`config.mk`:
```
export PLATFORM = sky130hd
export DESIGN_NAME = rsl_lut_top
export DESIGN_NICKNAME = d
export VERILOG_FILES = /design/src/rtl/rsl_pkg.sv /design/src/rtl/rsl_regs.sv /design/src/rtl/rsl_table.sv /design/src/rtl/rsl_prio.sv /design/src/rtl/rsl_lut_top.sv
export SDC_FILE = /design/constraint.sdc
export NUM_CORES = 2
export LEC_CHECK = 0
export BUFFER_PORTS_ARGS = -buffer_cell sky130_fd_sc_hd__buf_2
export CAP_MARGIN = 20
export CORE_MARGIN = 2
export CORE_UTILIZATION = 30
export CTS_BUF_LIST = sky130_fd_sc_hd__clkbuf_8
export DETAILED_ROUTE_END_ITERATION = 8
export PLACE_DENSITY = 0.52
export SLEW_MARGIN = 0
export SYNTH_ARGS = -nofsm -noshare
export SYNTH_HDL_FRONTEND = slang
export SYNTH_SLANG_ARGS = --single-unit
```
`constraint.sdc`:
```
create_clock -name clk -period 10.65 [get_ports clk]
set_input_delay 0.5325 -clock clk [delete_from_list [all_inputs] [get_ports clk]]
set_output_delay 0.5325 -clock clk [all_outputs]
set_load 0.02 [all_outputs]
```
`src/rtl/rsl_pkg.sv`:
```
package rsl_pkg;

    localparam int RID_W  = 16;
    localparam int SID_W  = 6;
    localparam int CTL_W  = 3;
    localparam int WORD_W = 32;
    localparam int ADDR_W = 16;

    localparam logic [ADDR_W-1:0] ADR_CTRL = 16'h1008;
    localparam logic [ADDR_W-1:0] ADR_D1   = 16'h100C;
    localparam logic [ADDR_W-1:0] ADR_D2   = 16'h1010;

    localparam int CTRL_LOAD_BIT = 16;
    localparam int D1_VLD_BIT    = 31;
    localparam int D1_CTL_LSB    = 8;

    typedef enum logic [1:0] {
        SRC_PCIE_A = 2'b00,
        SRC_ENET   = 2'b01,
        SRC_PCIE_B = 2'b10
    } src_code_e;

    typedef struct packed {
        logic             vld;
        logic [CTL_W-1:0] ctl;
        logic [SID_W-1:0] sid;
        logic [RID_W-1:0] rid;
        logic [RID_W-1:0] msk;
    } rsl_entry_t;

    function automatic logic [WORD_W-1:0] d1_word(input rsl_entry_t e);
        logic [WORD_W-1:0] w;
        w = '0;
        w[D1_VLD_BIT] = e.vld;
        w[D1_CTL_LSB +: CTL_W] = e.ctl;
        w[SID_W-1:0] = e.sid;
        return w;
    endfunction

    function automatic logic [WORD_W-1:0] d2_word(input rsl_entry_t e);
        return {e.rid, e.msk};
    endfunction

    function automatic logic rid_match(input rsl_entry_t e, input logic [RID_W-1:0] rid);
        return e.vld && (((rid ^ e.rid) & e.msk) == '0);
    endfunction

endpackage

```
`src/rtl/rsl_regs.sv`:
```
module rsl_regs
    import rsl_pkg::*;
#(
    parameter int N_ENT = 32,
    localparam int IDX_W = $clog2(N_ENT)
) (
    input  logic              clk,
    input  logic              rst,
    input  logic              reg_wr,
    input  logic [ADDR_W-1:0] reg_addr,
    input  logic [WORD_W-1:0] reg_wdata,
    output logic [WORD_W-1:0] reg_rdata,
    output logic [IDX_W-1:0]  rd_idx,
    input  rsl_entry_t        rd_entry,
    output logic              commit_en,
    output logic [IDX_W-1:0]  commit_idx,
    output rsl_entry_t        commit_entry
);

    logic             load_q;
    logic [IDX_W-1:0] idx_q;
    rsl_entry_t       stage_q;
    logic             ctrl_wr, d1_wr, d2_wr;

    assign ctrl_wr = reg_wr && (reg_addr == ADR_CTRL);
    assign d1_wr   = reg_wr && (reg_addr == ADR_D1);
    assign d2_wr   = reg_wr && (reg_addr == ADR_D2);

    assign rd_idx       = reg_wdata[IDX_W-1:0];
    assign commit_en    = ctrl_wr && !reg_wdata[CTRL_LOAD_BIT];
    assign commit_idx   = reg_wdata[IDX_W-1:0];
    assign commit_entry = stage_q;

    always_ff @(posedge clk) begin
        if (rst) begin
            load_q  <= 1'b0;
            idx_q   <= '0;
            stage_q <= '0;
        end else begin
            if (ctrl_wr) begin
                load_q <= reg_wdata[CTRL_LOAD_BIT];
                idx_q  <= reg_wdata[IDX_W-1:0];
                if (reg_wdata[CTRL_LOAD_BIT]) begin
                    stage_q <= rd_entry;
                end
            end
            if (d1_wr) begin
                stage_q.vld <= reg_wdata[D1_VLD_BIT];
                stage_q.ctl <= reg_wdata[D1_CTL_LSB +: CTL_W];
                stage_q.sid <= reg_wdata[SID_W-1:0];
            end
            if (d2_wr) begin
                stage_q.rid <= reg_wdata[WORD_W-1 -: RID_W];
                stage_q.msk <= reg_wdata[RID_W-1:0];
            end
        end
    end

    always_comb begin
        reg_rdata = '0;
        case (reg_addr)
            ADR_CTRL: begin
                reg_rdata[CTRL_LOAD_BIT] = load_q;
                reg_rdata[IDX_W-1:0]     = idx_q;
            end
            ADR_D1:  reg_rdata = d1_word(stage_q);
            ADR_D2:  reg_rdata = d2_word(stage_q);
            default: reg_rdata = '0;
        endcase
    end

    // a load fills the staging pair from the table's read port
    a_r3_load_fills_stage: assert property (@(posedge clk) disable iff (rst)
        (ctrl_wr && reg_wdata[CTRL_LOAD_BIT]) |=> (stage_q == $past(rd_entry)));

    // control state is cleared by reset
    a_r1_ctrl_reset: assert property (@(posedge clk)
        $past(rst) |-> (!load_q && idx_q == '0));

endmodule

```
`src/rtl/rsl_table.sv`:
```
module rsl_table
    import rsl_pkg::*;
#(
    parameter int N_ENT = 32,
    localparam int IDX_W = $clog2(N_ENT)
) (
    input  logic             clk,
    input  logic             rst,
    input  logic             wr_en,
    input  logic [IDX_W-1:0] wr_idx,
    input  rsl_entry_t       wr_entry,
    input  logic [IDX_W-1:0] rd_idx,
    output rsl_entry_t       rd_entry,
    input  logic [RID_W-1:0] lk_rid,
    output logic [N_ENT-1:0] match_vec,
    output rsl_entry_t       ent_o [N_ENT]
);

    rsl_entry_t ent_q [N_ENT];

    for (genvar g = 0; g < N_ENT; g++) begin : g_ent
        always_ff @(posedge clk) begin
            if (rst) begin
                ent_q[g] <= '0;
            end else if (wr_en && wr_idx == IDX_W'(g)) begin
                ent_q[g] <= wr_entry;
            end
        end
        assign match_vec[g] = rid_match(ent_q[g], lk_rid);
        assign ent_o[g]     = ent_q[g];
    end

    assign rd_entry = ent_q[rd_idx];

    // a committed entry is present in the next cycle
    a_r4_commit_lands: assert property (@(posedge clk) disable iff (rst)
        wr_en |=> (ent_q[$past(wr_idx)] == $past(wr_entry)));

    // nothing matches right after reset
    a_r1_empty_after_reset: assert property (@(posedge clk)
        $past(rst) |-> (match_vec == '0));

endmodule

```
`src/rtl/rsl_prio.sv`:
```
module rsl_prio #(
    parameter int N_ENT = 32,
    localparam int IDX_W = $clog2(N_ENT)
) (
    input  logic [N_ENT-1:0] match_vec,
    output logic             any,
    output logic [IDX_W-1:0] win_idx,
    output logic [N_ENT-1:0] grant
);

    always_comb begin
        win_idx = '0;
        grant   = '0;
        for (int i = N_ENT - 1; i >= 0; i--) begin
            if (match_vec[i]) begin
                win_idx = IDX_W'(i);
                grant   = '0;
                grant[i] = 1'b1;
            end
        end
        any = |grant;
    end

    // one winner at most, and no matching entry below it
    always_comb begin
        a_r8_single_winner: assert ($onehot0(grant));
        a_r8_lowest_wins: assert (((grant - 1'b1) & match_vec) == '0 || grant == '0);
        a_r7_any_iff_match: assert (any == (match_vec != '0));
    end

endmodule

```
`src/rtl/rsl_lut_top.sv`:
```
module rsl_lut_top
    import rsl_pkg::*;
#(
    parameter int        N_ENT    = 32,
    parameter src_code_e SRC_CODE = SRC_PCIE_A,
    localparam int IDX_W = $clog2(N_ENT),
    localparam int MSI_W = SID_W + 2
) (
    input  logic              clk,
    input  logic              rst,
    input  logic              reg_wr,
    input  logic [ADDR_W-1:0] reg_addr,
    input  logic [WORD_W-1:0] reg_wdata,
    output logic [WORD_W-1:0] reg_rdata,
    input  logic              lk_req,
    input  logic [RID_W-1:0]  lk_rid,
    output logic              lk_valid,
    output logic              lk_hit,
    output logic [SID_W-1:0]  lk_sid,
    output logic [CTL_W-1:0]  lk_ctl,
    output logic [MSI_W-1:0]  msi_sid
);

    logic [IDX_W-1:0] rd_idx, commit_idx, win_idx;
    rsl_entry_t       rd_entry, commit_entry, win_ent;
    logic             commit_en, any;
    logic [N_ENT-1:0] match_vec, grant;
    rsl_entry_t       ent [N_ENT];

    rsl_regs #(.N_ENT(N_ENT)) u_regs (
        .clk(clk), .rst(rst),
        .reg_wr(reg_wr), .reg_addr(reg_addr), .reg_wdata(reg_wdata), .reg_rdata(reg_rdata),
        .rd_idx(rd_idx), .rd_entry(rd_entry),
        .commit_en(commit_en), .commit_idx(commit_idx), .commit_entry(commit_entry)
    );

    rsl_table #(.N_ENT(N_ENT)) u_table (
        .clk(clk), .rst(rst),
        .wr_en(commit_en), .wr_idx(commit_idx), .wr_entry(commit_entry),
        .rd_idx(rd_idx), .rd_entry(rd_entry),
        .lk_rid(lk_rid), .match_vec(match_vec), .ent_o(ent)
    );

    rsl_prio #(.N_ENT(N_ENT)) u_prio (
        .match_vec(match_vec), .any(any), .win_idx(win_idx), .grant(grant)
    );

    assign win_ent = ent[win_idx];

    always_ff @(posedge clk) begin
        if (rst) begin
            lk_valid <= 1'b0;
            lk_hit   <= 1'b0;
            lk_sid   <= '0;
            lk_ctl   <= '0;
            msi_sid  <= '0;
        end else begin
            lk_valid <= lk_req;
            if (lk_req) begin
                lk_hit  <= any;
                lk_sid  <= any ? win_ent.sid : '0;
                lk_ctl  <= any ? win_ent.ctl : '0;
                msi_sid <= any ? {SRC_CODE, win_ent.sid} : '0;
            end
        end
    end

    // result one clock after the strobe
    a_r9_latency: assert property (@(posedge clk) disable iff (rst)
        lk_req |=> lk_valid);

    // all-zero outputs on a miss
    a_r9_miss_zero: assert property (@(posedge clk) disable iff (rst)
        (lk_valid && !lk_hit) |-> (lk_sid == '0 && lk_ctl == '0 && msi_sid == '0));

    // the MSI side carries the same StreamID as the IOMMU side
    a_r12_msi_sid_agrees: assert property (@(posedge clk) disable iff (rst)
        (lk_valid && lk_hit) |-> (msi_sid[SID_W-1:0] == lk_sid));

    // a reported hit came from a matching entry
    a_r7_hit_has_match: assert property (@(posedge clk) disable iff (rst)
        (lk_valid && lk_hit) |-> $past(match_vec != '0));

endmodule

```
==> out/metrics.yaml <==
status:
  outcome: "finished clean"
power:
  ir_drop_mv: 0.1391
  p_per_area_nw_per_um2: 152.5
  leakage_nw: 30.28
critical_path:
  criticalPathCategory: "flop to flop"
  start_kind: "flop"
  crit_top_cell: "buf_4"
  crit_required_ns: 11.51
  crit_chain: "xor2_1 -> a22oi_1 -> nand4_1 -> a2111oi_2 -> nor3_1 -> a2bb2oi_1 -> o211ai_4 -> buf_4 -> nor2_4 -> buf_4 -> buf_4 -> mux2_4 -> a2111oi_0 -> a211oi_1 -> a221o_1"
  r2r-end: "msi_sid[5]$_SDFFE_PP0P_"
  critPathArrivalTime_ns: 6.69
  regToRegSetupSlack_ns: 4.81
  reg2reg_from: "u_table.ent_q[5][29]$_SDFFCE_PN0P_"
  max_stage_delay_ns: 0.72
  crit_path_max_fanout: 64
  slowest_stage: "buf_4"
  reg2regPathDepth: 15
  endpoint_kind: "flop"
floorplanning:
  fp-row-count: 183
  ios: 119
  fp.coreArea_um2: 248200
  die_y_um: 503.1
  dieArea_um2: 253100
  initial_core_util_pct: 30.11
  die_x_um: 503.1
logic_synthesis:
  synth.avg_cell_area_um2: 13.65
  synthCells: 5475
  synthTopCellsByCount: "1,367 x and2_1, 1,344 x edfxtp_1, 512 x xor2_1"
  netlist_area_um2: 74740
  synth-seq-area-share_pct: 55.58
  ys_types: 79
  synthArstFlopShare_pct: 0
  synth_most_common_cell: "and2_1"
  synth_edf_count: 1344
  yosys.area.top_type: "edfxtp_1"
  synth_top_area_share_pct: 54.00
  synthTopCellsByArea: "edfxtp_1 54%, mux4_2 13%, and2_1 11%"
  ys_warn_count: 0
  synthFlopType: "edfxtp_1"
  synth_seq_cells: 1403
timing:
  setup_viol: 0
  holdWs_ns: 0.09337
  fin_skew_ns: 0.08810
  worst_pin_slew_ns: 1.160
  tns_ns: 0
  final_hold_viol_count: 0
  relSlewSlack_pct: 22.38
  min_period_over_period_pct: 54.81
  period_needed_ns: 5.837
  rsz0062_at_grt: "no"
  max_freq_ghz: 0.1713
  finalMaxSlewViolations: 0
clock_network:
  cts_buffers: 276
  cts_tree: "yes"
  cts-root-buf: "clkbuf_8"
  h-tree-depth: 5
  ctsResizeCount: 0
  clkTransAtPathRegs_ns: 0.06
  clock-sinks: 1403
  cts_buffer_depth: 4
  clock_latency_ns: 1.05
drt:
  first_pass_iters: 7
  drt_wl_total_um: 282000
  vias: 48830
  wire_per_inst_um: 31.06
  vias_per_cell: 5.378
  drt_iter0_drc: 6020
  drtAntennaViolNets: 0
  drc: 0
worst_hold_path:
  holdPathEnd: "u_regs.commit_entry[29]$_SDFFE_PP0P_"
  hold_path.startpoint: "reg_wdata[29]"
  hp-class: "input pin to flop"
  min_path_cells: 3
cells_and_area:
  stdcell_count: 9079
  fin_area_um2: 84000
  regArea_um2: 41540
  syn_to_final_growth_pct: 12.40
  final_nets: 5622
  drive_above_1_share_pct: 20.24
  final_util_pct: 33.84
  multi_input_area_um2: 31250
  nFillCells: 24210
grt:
  top_usage_layer: "met2"
  use_met1_pct: 28.34
  grt_max_degree: 100
  grt_pass1_wl_um: 391300
  grt_antenna_before_repair: 29
  grt_pass1_vias: 49080
  grtUsageMet3_pct: 3.563
  grt_use_total_pct: 21.94
  overflow: 0
  grtUsageMet2_pct: 35.53
place:
  dpl.hpwl_um: 188500
  io_buffers: 116
  placedCellCount: 8569
  placed_cell_area_um2: 78900
  gp_congestion: 0.9096
flow_run:
  maxCapViolations: 0
## power by group
| group | switching (mW) | internal (mW) | total [mW] |
|---|---|---|---|
| combinational | 1.02 | 0.543 | 1.56 |
| clock | 2.38 | 2.51 | 4.89 |
| sequential | 0.139 | 6.22 | 6.36 |
## cell type report
type,count,area share (%)
clock inverters,168,0.8535
repair buffers,316,2.718
inverters,13,0.05809
well taps,3330,4.960
clock buffers,287,4.702
flip-flops and latches,1403,49.46
diodes,18,0.05362
multi-input cells,3544,37.20
## repair_timing
item | in CTS | in global routing
hold buffers | 35 | 0
hold endpoints to repair | 46 | 0
setup buffers | 0 | 0
## cells in the final DEF, fill, tap and decap left out, types with 6 or more instances in the layout
cell type,synthesis,final
and2_1,1367,1368
edfxtp_1,1344,1344
xor2_1,512,512
mux4_2,420,420
clkbuf_8,0,287
a22oi_1,213,213
nand2_1,183,183
buf_4,39,160
nand3_1,139,139
inv_1,11,112
buf_2,12,111
a21oi_1,80,80
o21ai_0,75,75
nand4_1,69,69
dfxtp_1,59,56
nor2_1,63,51
clkinv_1,0,44
o211ai_1,41,41
nor2_4,13,35
dlygate4sd3_1,0,35
o21bai_4,0,32
mux2_2,32,32
mux2i_1,27,27
a222oi_1,22,22
mux2_1,22,22
a221oi_1,20,20
nor3_1,20,20
a2111oi_0,19,19
diode_2,0,18
clkinv_2,0,18
or3_1,17,17
a22o_1,15,15
a211oi_1,15,15
a221o_1,11,11
a41oi_1,9,9
nor4_1,8,8
nor2b_1,8,8
mux2_4,8,8
o31a_1,8,8
buf_12,0,6
## worst max-delay path by stage
| stage | start | endpoint | slack (ns) | cells past startpoint |
|---|---|---|---|---|
| 2_1_floorplan | reg_addr[15] | u_table.ent_q[23][0]$_SDFFCE_PN0P_ | 5.55 | 11 |
| 3_3_place_gp | lk_rid[13] | lk_ctl[2]$_SDFFE_PP0P_ | 4.28 | 17 |
| 3_5_place_dp | lk_rid[13] | msi_sid[4]$_SDFFE_PP0P_ | 4.21 | 17 |
| 4_1_cts | u_table.ent_q[5][29]$_SDFFCE_PN0P_ | msi_sid[2]$_SDFFE_PP0P_ | 4.96 | 15 |
| 5_1_grt | u_table.ent_q[5][29]$_SDFFCE_PN0P_ | msi_sid[5]$_SDFFE_PP0P_ | 4.62 | 15 |
| 6_report | u_table.ent_q[5][29]$_SDFFCE_PN0P_ | msi_sid[5]$_SDFFE_PP0P_ | 4.81 | 15 |
## cell families after synthesis
logic type	synth area share, %
AND/OR/NAND/NOR	15.30
flip-flops	55.58
AO/OA/AOI/OAI	5.811
buffers and inverters	3.310
XOR/XNOR	6.000
multiplexers	13.99
other	0.005018
## state kept, by name (all words and copies together), names as in the netlist
signal / cells
u_table.ent_q: 1344
u_regs.commit_entry: 42
msi_sid: 6
u_regs.idx_q: 5
lk_ctl: 3
lk_hit: 1
lk_valid: 1
u_regs.load_q: 1
## routing by layer
metal	up-vias	routed length (µm)
met5	-	32
met4	4	15270
met3	519	19840
met2	2328	134000
met1	25470	112800
li1	20510	-
## metrics by stage
step                setup slack, ns  power [mW]
floorplan                     5.549       7.363
global placement              4.283       7.987
detailed placement            4.208       7.993
CTS                           4.960       12.87
global route                  4.621       13.18
finish                        4.813       12.81
## worst max-delay path, delay by kind of cell (launching register included)
| family | cells | cell delay, ns |
|---|---|---|
| XOR/XNOR | 1 | 0.18 |
| buffers and inverters | 3 | 1.51 |
| flip-flops | 1 | 0.42 |
| AO/OA/AOI/OAI | 7 | 2.41 |
| multiplexers | 1 | 0.35 |
| AND/OR/NAND/NOR | 3 | 0.66 |
No activity file was read; power rests on OpenSTA's default activity.
